--- src/rtl/dg_pkg.sv ---
package dg_pkg;

  // Mosaic position code: {row parity, column parity}
  typedef enum logic [1:0] {
    CH_GR = 2'b00,
    CH_R  = 2'b01,
    CH_B  = 2'b10,
    CH_GB = 2'b11
  } bayer_ch_e;

  localparam int NUM_CH = 4;
  localparam int LFSR_W = 16;

endpackage

--- src/rtl/dg_bayer_phase.sv ---
module dg_bayer_phase
  import dg_pkg::*;
(
  input  logic      clk,
  input  logic      rst_n,
  input  logic      adv,
  input  logic      sof,
  input  logic      sol,
  output bayer_ch_e ch,
  output logic      row_q
);

  logic col_q;
  logic row_c;
  logic col_c;

  always_comb begin
    if (sof) begin
      row_c = 1'b0;
      col_c = 1'b0;
    end else if (sol) begin
      row_c = ~row_q;
      col_c = 1'b0;
    end else begin
      row_c = row_q;
      col_c = ~col_q;
    end
  end

  assign ch = bayer_ch_e'({row_c, col_c});

  // The column starts at 1 so that a flagless first pixel lands on (0,0)
  always_ff @(posedge clk or negedge rst_n) begin
    if (!rst_n) begin
      row_q <= 1'b0;
      col_q <= 1'b1;
    end else if (adv) begin
      row_q <= row_c;
      col_q <= col_c;
    end
  end

endmodule

--- src/rtl/dg_dither_lfsr.sv ---
module dg_dither_lfsr
  import dg_pkg::*;
#(
  parameter int                OUT_W = 7,
  parameter logic [LFSR_W-1:0] SEED  = 16'hACE1
) (
  input  logic             clk,
  input  logic             rst_n,
  input  logic             adv,
  output logic [OUT_W-1:0] dith
);

  logic [LFSR_W-1:0] st_q;
  logic              fb;

  assign fb   = st_q[15] ^ st_q[13] ^ st_q[12] ^ st_q[10];
  assign dith = st_q[OUT_W-1:0];

  always_ff @(posedge clk or negedge rst_n) begin
    if (!rst_n) st_q <= SEED;
    else if (adv) st_q <= {st_q[LFSR_W-2:0], fb};
  end

endmodule

--- src/rtl/dg_cfg_shadow.sv ---
module dg_cfg_shadow
  import dg_pkg::*;
#(
  parameter int GAIN_W    = 11,
  parameter int PIX_W     = 12,
  parameter int GAIN_ONE  = 128,
  parameter int PED_RESET = 168
) (
  input  logic                          clk,
  input  logic                          rst_n,
  input  logic                          load,
  input  logic [NUM_CH-1:0][GAIN_W-1:0] live_g,
  input  logic [PIX_W-1:0]              live_ped,
  input  logic                          live_dith,
  output logic [NUM_CH-1:0][GAIN_W-1:0] eff_g,
  output logic [PIX_W-1:0]              eff_ped,
  output logic                          eff_dith,
  output logic [PIX_W-1:0]              ped_q
);

  logic dith_q;

  for (genvar c = 0; c < NUM_CH; c++) begin : g_ch
    logic [GAIN_W-1:0] g_q;
    always_ff @(posedge clk or negedge rst_n) begin
      if (!rst_n) g_q <= GAIN_W'(GAIN_ONE);
      else if (load) g_q <= live_g[c];
    end
    assign eff_g[c] = load ? live_g[c] : g_q;
  end

  always_ff @(posedge clk or negedge rst_n) begin
    if (!rst_n) begin
      ped_q  <= PIX_W'(PED_RESET);
      dith_q <= 1'b1;
    end else if (load) begin
      ped_q  <= live_ped;
      dith_q <= live_dith;
    end
  end

  assign eff_ped  = load ? live_ped : ped_q;
  assign eff_dith = load ? live_dith : dith_q;

endmodule

--- src/rtl/dg_pedestal_clamp.sv ---
module dg_pedestal_clamp #(
  parameter int SCL_W = 18,
  parameter int PIX_W = 12
) (
  input  logic signed [SCL_W-1:0] val,
  input  logic        [PIX_W-1:0] ped,
  output logic        [PIX_W-1:0] res
);

  localparam int T_W = SCL_W + 1;
  localparam logic signed [T_W-1:0] TOP = T_W'((1 << PIX_W) - 1);

  logic signed [T_W-1:0] tot;

  assign tot = T_W'(val) + T_W'(signed'({1'b0, ped}));

  always_comb begin
    if (tot[T_W-1]) res = '0;
    else if (tot > TOP) res = '1;
    else res = PIX_W'(tot);
  end

endmodule

--- src/rtl/dg_channel_gain.sv ---
module dg_channel_gain
  import dg_pkg::*;
#(
  parameter int                PIX_W     = 12,
  parameter int                GAIN_INT  = 4,
  parameter int                GAIN_FRAC = 7,
  parameter int                PED_RESET = 168,
  parameter logic [LFSR_W-1:0] SEED      = 16'hACE1
) (
  input  logic                                    clk,
  input  logic                                    rst_n,
  input  logic                                    in_valid,
  output logic                                    in_ready,
  input  logic signed [PIX_W-1:0]                 in_pix,
  input  logic                                    in_sof,
  input  logic                                    in_sol,
  input  logic        [GAIN_INT+GAIN_FRAC-1:0]    gain_gr,
  input  logic        [GAIN_INT+GAIN_FRAC-1:0]    gain_r,
  input  logic        [GAIN_INT+GAIN_FRAC-1:0]    gain_b,
  input  logic        [GAIN_INT+GAIN_FRAC-1:0]    gain_gb,
  input  logic        [PIX_W-1:0]                 pedestal,
  input  logic                                    dither_on,
  output logic                                    out_valid,
  input  logic                                    out_ready,
  output logic        [PIX_W-1:0]                 out_pix,
  output logic                                    out_sof,
  output logic                                    out_sol
);

  localparam int GAIN_W   = GAIN_INT + GAIN_FRAC;
  localparam int GAIN_ONE = 1 << GAIN_FRAC;
  localparam int PROD_W   = PIX_W + GAIN_W + 1;
  localparam int SUM_W    = PROD_W + 1;
  localparam int SCL_W    = SUM_W - GAIN_FRAC;

  // Handshake
  logic acc;
  logic s2_ready;
  logic s1_v;

  assign s2_ready = ~out_valid | out_ready;
  assign in_ready = ~s1_v | s2_ready;
  assign acc      = in_valid & in_ready;

  // Frame-latched settings
  logic [NUM_CH-1:0][GAIN_W-1:0] live_g;
  logic [NUM_CH-1:0][GAIN_W-1:0] eff_g;
  logic [PIX_W-1:0]              eff_ped;
  logic                          eff_dith;
  logic [PIX_W-1:0]              ped_q;

  assign live_g = {gain_gb, gain_b, gain_r, gain_gr};

  dg_cfg_shadow #(
    .GAIN_W   (GAIN_W),
    .PIX_W    (PIX_W),
    .GAIN_ONE (GAIN_ONE),
    .PED_RESET(PED_RESET)
  ) i_shadow (
    .clk      (clk),
    .rst_n    (rst_n),
    .load     (acc & in_sof),
    .live_g   (live_g),
    .live_ped (pedestal),
    .live_dith(dither_on),
    .eff_g    (eff_g),
    .eff_ped  (eff_ped),
    .eff_dith (eff_dith),
    .ped_q    (ped_q)
  );

  // Mosaic position and dither source
  bayer_ch_e             ch;
  logic                  row_q;
  logic [GAIN_FRAC-1:0]  dith;

  dg_bayer_phase i_phase (
    .clk  (clk),
    .rst_n(rst_n),
    .adv  (acc),
    .sof  (in_sof),
    .sol  (in_sol),
    .ch   (ch),
    .row_q(row_q)
  );

  dg_dither_lfsr #(
    .OUT_W(GAIN_FRAC),
    .SEED (SEED)
  ) i_lfsr (
    .clk  (clk),
    .rst_n(rst_n),
    .adv  (acc),
    .dith (dith)
  );

  // Stage 1: multiply, add dither, drop the fraction (floor)
  logic        [GAIN_W-1:0]    g_sel;
  logic        [GAIN_FRAC-1:0] dith_g;
  logic signed [PROD_W-1:0]    prod;
  logic signed [SUM_W-1:0]     sum;
  logic signed [SCL_W-1:0]     scaled;

  assign g_sel  = eff_g[ch];
  assign dith_g = eff_dith ? dith : '0;
  assign prod   = PROD_W'(in_pix) * PROD_W'(signed'({1'b0, g_sel}));
  assign sum    = SUM_W'(prod) + SUM_W'(signed'({1'b0, dith_g}));
  assign scaled = SCL_W'(sum >>> GAIN_FRAC);

  logic signed [SCL_W-1:0] s1_val;
  logic        [PIX_W-1:0] s1_ped;
  logic                    s1_sof;
  logic                    s1_sol;

  always_ff @(posedge clk or negedge rst_n) begin
    if (!rst_n) begin
      s1_v   <= 1'b0;
      s1_val <= '0;
      s1_ped <= '0;
      s1_sof <= 1'b0;
      s1_sol <= 1'b0;
    end else if (in_ready) begin
      s1_v <= in_valid;
      if (in_valid) begin
        s1_val <= scaled;
        s1_ped <= eff_ped;
        s1_sof <= in_sof;
        s1_sol <= in_sol;
      end
    end
  end

  // Stage 2: pedestal and saturation
  logic [PIX_W-1:0] res;

  dg_pedestal_clamp #(
    .SCL_W(SCL_W),
    .PIX_W(PIX_W)
  ) i_clamp (
    .val(s1_val),
    .ped(s1_ped),
    .res(res)
  );

  always_ff @(posedge clk or negedge rst_n) begin
    if (!rst_n) begin
      out_valid <= 1'b0;
      out_pix   <= '0;
      out_sof   <= 1'b0;
      out_sol   <= 1'b0;
    end else if (s2_ready) begin
      out_valid <= s1_v;
      if (s1_v) begin
        out_pix <= res;
        out_sof <= s1_sof;
        out_sol <= s1_sol;
      end
    end
  end

endmodule

--- config.mk ---
export PLATFORM = sky130hd
export DESIGN_NAME = dg_channel_gain
export DESIGN_NICKNAME = d
export VERILOG_FILES = /design/src/rtl/dg_pkg.sv /design/src/rtl/dg_bayer_phase.sv /design/src/rtl/dg_dither_lfsr.sv /design/src/rtl/dg_cfg_shadow.sv /design/src/rtl/dg_pedestal_clamp.sv /design/src/rtl/dg_channel_gain.sv
export SDC_FILE = /design/constraint.sdc
export NUM_CORES = 1
export LEC_CHECK = 0
export ABC_AREA = 1
export BUFFER_PORTS_ARGS = -buffer_cell sky130_fd_sc_hd__buf_4
export CORE_MARGIN = 10
export CORE_UTILIZATION = 47
export DETAILED_ROUTE_END_ITERATION = 10
export GPL_ROUTABILITY_DRIVEN = 0
export GPL_TIMING_DRIVEN = 0
export PLACE_DENSITY_LB_ADDON = 0.08
export SKIP_LAST_GASP = 1
export SYNTH_ARGS = -nofsm -noshare
export SYNTH_HDL_FRONTEND = slang
export SYNTH_SLANG_ARGS = --single-unit
--- constraint.sdc ---
create_clock -name clk -period 18.1 [get_ports clk]
set_clock_uncertainty 0.05 [all_clocks]
set_input_delay 0 -clock clk [delete_from_list [all_inputs] [get_ports clk]]
set_output_delay 0 -clock clk [all_outputs]
set_load 0.01 [all_outputs]
==> summary.md <==
For this run, the slowest stage of the critical path takes 630 ps. Entering global routing, the biggest net connects 69 pins. For this run, design rule violations remaining after detail routing come to 0.

The longest clock path from root to sink contains 2 buffers. The run gives 4 as the deepest level of the CTS H-tree. The net count after synthesis is 1691. The path class of the tightest hold or removal check is in -> async.

The post-route netlist has 10.11% of its cells at a drive strength greater than 1. The run gives 0 as the total inserted antenna cells. The worst setup path is launched from a flop. The first detailed-routing pass ran for 6 iterations.

The later pin in the worst-skew pair is clocked with a latency of 420 ps. The number of unique standard cell types used by synthesis was 35. The worst path uses 39.17% of the clock period. Once detail routing completed, the nets flagged for antenna violations numbered 0. The half-perimeter wire length of the detailed placement result is 23940 um, and the height of the die is 174.8 um.

The region available for standard cell placement spans 0.02354 mm2. The first global-routing pass estimated 50000 um of wire. Buffer count from post-CTS setup fixing: 0.

Compared with the post-synthesis result, the final layout area differs by 20.36%. Adding up every negative setup slack in the final design gives 0 ps. The critical path is of the reg -> reg type.

The run finished with clean final reports. The mapped netlist covers 0.01127 mm2. Layer carrying the most global-route usage: met2. Initial antenna violation count: 0.

The number of hold violations in the final report came out at 0. In this run the mean area of a mapped cell was 8.007 um2. By instance count, the cell type seen most on the critical path is nand2_1. The count of routing violations after the opening detailed-route iteration was 785. Transition time at the pin with the least slew margin: 644.5 ps.

Clock tree synthesis inserted a total of 17 buffers. The initial core utilization was 47.85%; the clock period minus final worst setup slack was 7089 ps. CTS placed an instance of clkbuf_16 at the clock tree root. Synthesis inferred 123 register bits.

Setup violations remaining at the end of the flow were counted as 0. During placement, the flow inserted port buffers numbering 89. The tools report the final-stage net count as 1863. TritonCTS built the clock tree.

For this run, global-route usage on met2 was measured as 33.92%. The detailed-route vias per instance is 4.935, and the average routed wire per standard cell is 15.58 um. For this design the top-level I/O count stands at 91. The largest individual stage delay along the critical path comes from the cell fa_1. The worst pin sits at a relative slew slack of 57.03%. The total count of max-transition violations in the final report is 0, and the number of max-cap violations is 0.

Along the worst path, the maximum fanout reaches 10. STA puts the critical path data arrival time at 7340 ps. The met3 layer usage reported by global route was 3.104%; the total via count in the routed design was 9431.

The data required time of the critical path was 18360 ps; the met1 layer usage reported by global route was 27.20%. The total overflow left after global routing is 0. The run gives 123 as the total number of clock tree sinks. Global routing consumed, over all layers together, 20.22% of the routing resources. The nature of the critical path endpoint was a flop. The floorplan step set the die width to 174.8 um. For the synthesized netlist cell count, the log shows 1407. Setup repair after global routing left no endpoint under its margin. The clock transition time at the flip-flop clock pins of the worst setup and hold paths was 60 ps; the number of global-route vias before repair was 9748. Total die area: 0.03056 mm2. The number of synthesis warnings is 0, and the sum of routed wire length over all layers is 29780 um. The number of gates resized after CTS was 0. Summing the sequential cell areas from Yosys gives 27.51% of the chip area.

The floorplan row count is 56. The run gives 0.1411 GHz as the maximum clock rate.
-- worst max-delay path: cells and delay by family, from the launching register on --
family,cells,cell delay (ps)
compound gates,4,840
fa+ha+maj,6,3000
buf+inv,6,990
flops,1,380
simple gates,13,1700
-- per-stage QoR --
step	area, um2	hold WS, ps	setup WS, ps	util, %	std cells
floorplan	11270	-345.6	12290	-	1407
CTS	13560	65.88	11130	57.59	1911
global route	13560	99.22	10570	57.59	1911
global placement	12330	175.1	11170	52.39	1815
finish	13560	50.04	11010	57.59	1911
detailed placement	12360	-56.05	11180	52.52	1816
-- layout by cell type, fill, tap and decap left out, types with 36 or more instances in the layout --
cell type / count
buf_4: 89
ha_1: 76
o21ai_0: 43
inv_1: 236
a21oi_1: 36
nand3_1: 46
dlygate4sd3_1: 63
fa_1: 133
nand2_1: 453
dfrtp_1: 106
nor2_1: 121
-- cell type report --
class / instances / area (um2)
tap: 319 / 399.1
buffer: 33 / 140.1
inverter: 242 / 908.4
timing repair buffer: 153 / 1330
clock inverter: 14 / 135.1
fill: 2242 / 9983
sequential: 123 / 3099
clock buffer: 18 / 429.2
multi-input combinational: 1009 / 7118
-- flip-flops by register name, summed over array words and instances (netlist names), 12 cells and up --
signal,cells
i_shadow.g_ch.g_q,44
out_pix,12
i_lfsr.st_q,16
s1_ped,12
s1_val,18
i_shadow.ped_q,12
-- worst paths after layout --
check	from	slack (ps)	endpoint	cells past startpoint
setup / recovery	out_valid$_DFFE_PN0P_	11010	s1_val[17]$_DFFE_PN0N_	29
hold / removal	rst_n	50	i_shadow.ped_q[2]$_DFF_PN0_	2
setup reg to reg	out_valid$_DFFE_PN0P_	11010	s1_val[17]$_DFFE_PN0N_	29
hold reg to reg	i_shadow.ped_q[0]$_DFF_PN0_	420	i_shadow.ped_q[0]$_DFF_PN0_	2
max in group asynchronous	rst_n	17190	i_lfsr.st_q[5]$_DFFE_PN1N_	3
min in group clk	dither_on	110	i_shadow.dith_q$_DFF_PN1_	4
-- cell families after synthesis --
kind of cell	synth area share, %
simple gates	23.39
buf+inv	9.307
fa+ha+maj	32.07
flops	27.51
compound gates	5.520
xor+xnor	2.099
mux	0.09995
-- cell usage after synthesis --
master    number  share of area, %
nand2_1      453                15
inv_1        236               7.9
fa_1         133                24
nor2_1       121               4.0
dfrtp_1      106                24
ha_1          76               8.4
nand3_1       46               2.0
o21ai_0       43               1.9
a21oi_1       36               1.6
clkbuf_1      25              0.83
xnor2_1       22               1.7
a31oi_1       21               1.2
dfstp_2       17               4.0
nor3_1         9              0.40
nand4_1        8              0.44
nand2_2        6              0.33
o21ai_1        6              0.27
nand3b_1       5              0.33
xor2_1         5              0.39
buf_2          4              0.18
clkinv_1       4              0.13
nor4_1         4              0.22
o21a_1         4              0.27
or2_2          3              0.17
buf_1          2             0.067
inv_2          2             0.067
nand3_2        2              0.18
a211oi_1       1             0.067
a21o_1         1             0.067
buf_4          1             0.067
buf_6          1              0.10
mux2_2         1              0.10
nor3_4         1              0.14
o21ai_2        1             0.078
o221a_2        1              0.10
-- metal layers --
layer	vias to the layer above	routed length (um)
met1	4556	13710
met3	21	1336
met5	-	0
met2	213	14410
li1	4641	-
met4	0	328
-- repair_timing --
action / 4_1_cts / 5_1_grt
hold endpoints to repair: 187 / 0
hold buffers: 63 / 0
setup endpoints to repair: 0 / 0
Power is left out: the tool's default activity adds up to more than one toggle a clock period on the data nets, which glitch-free logic cannot reach.
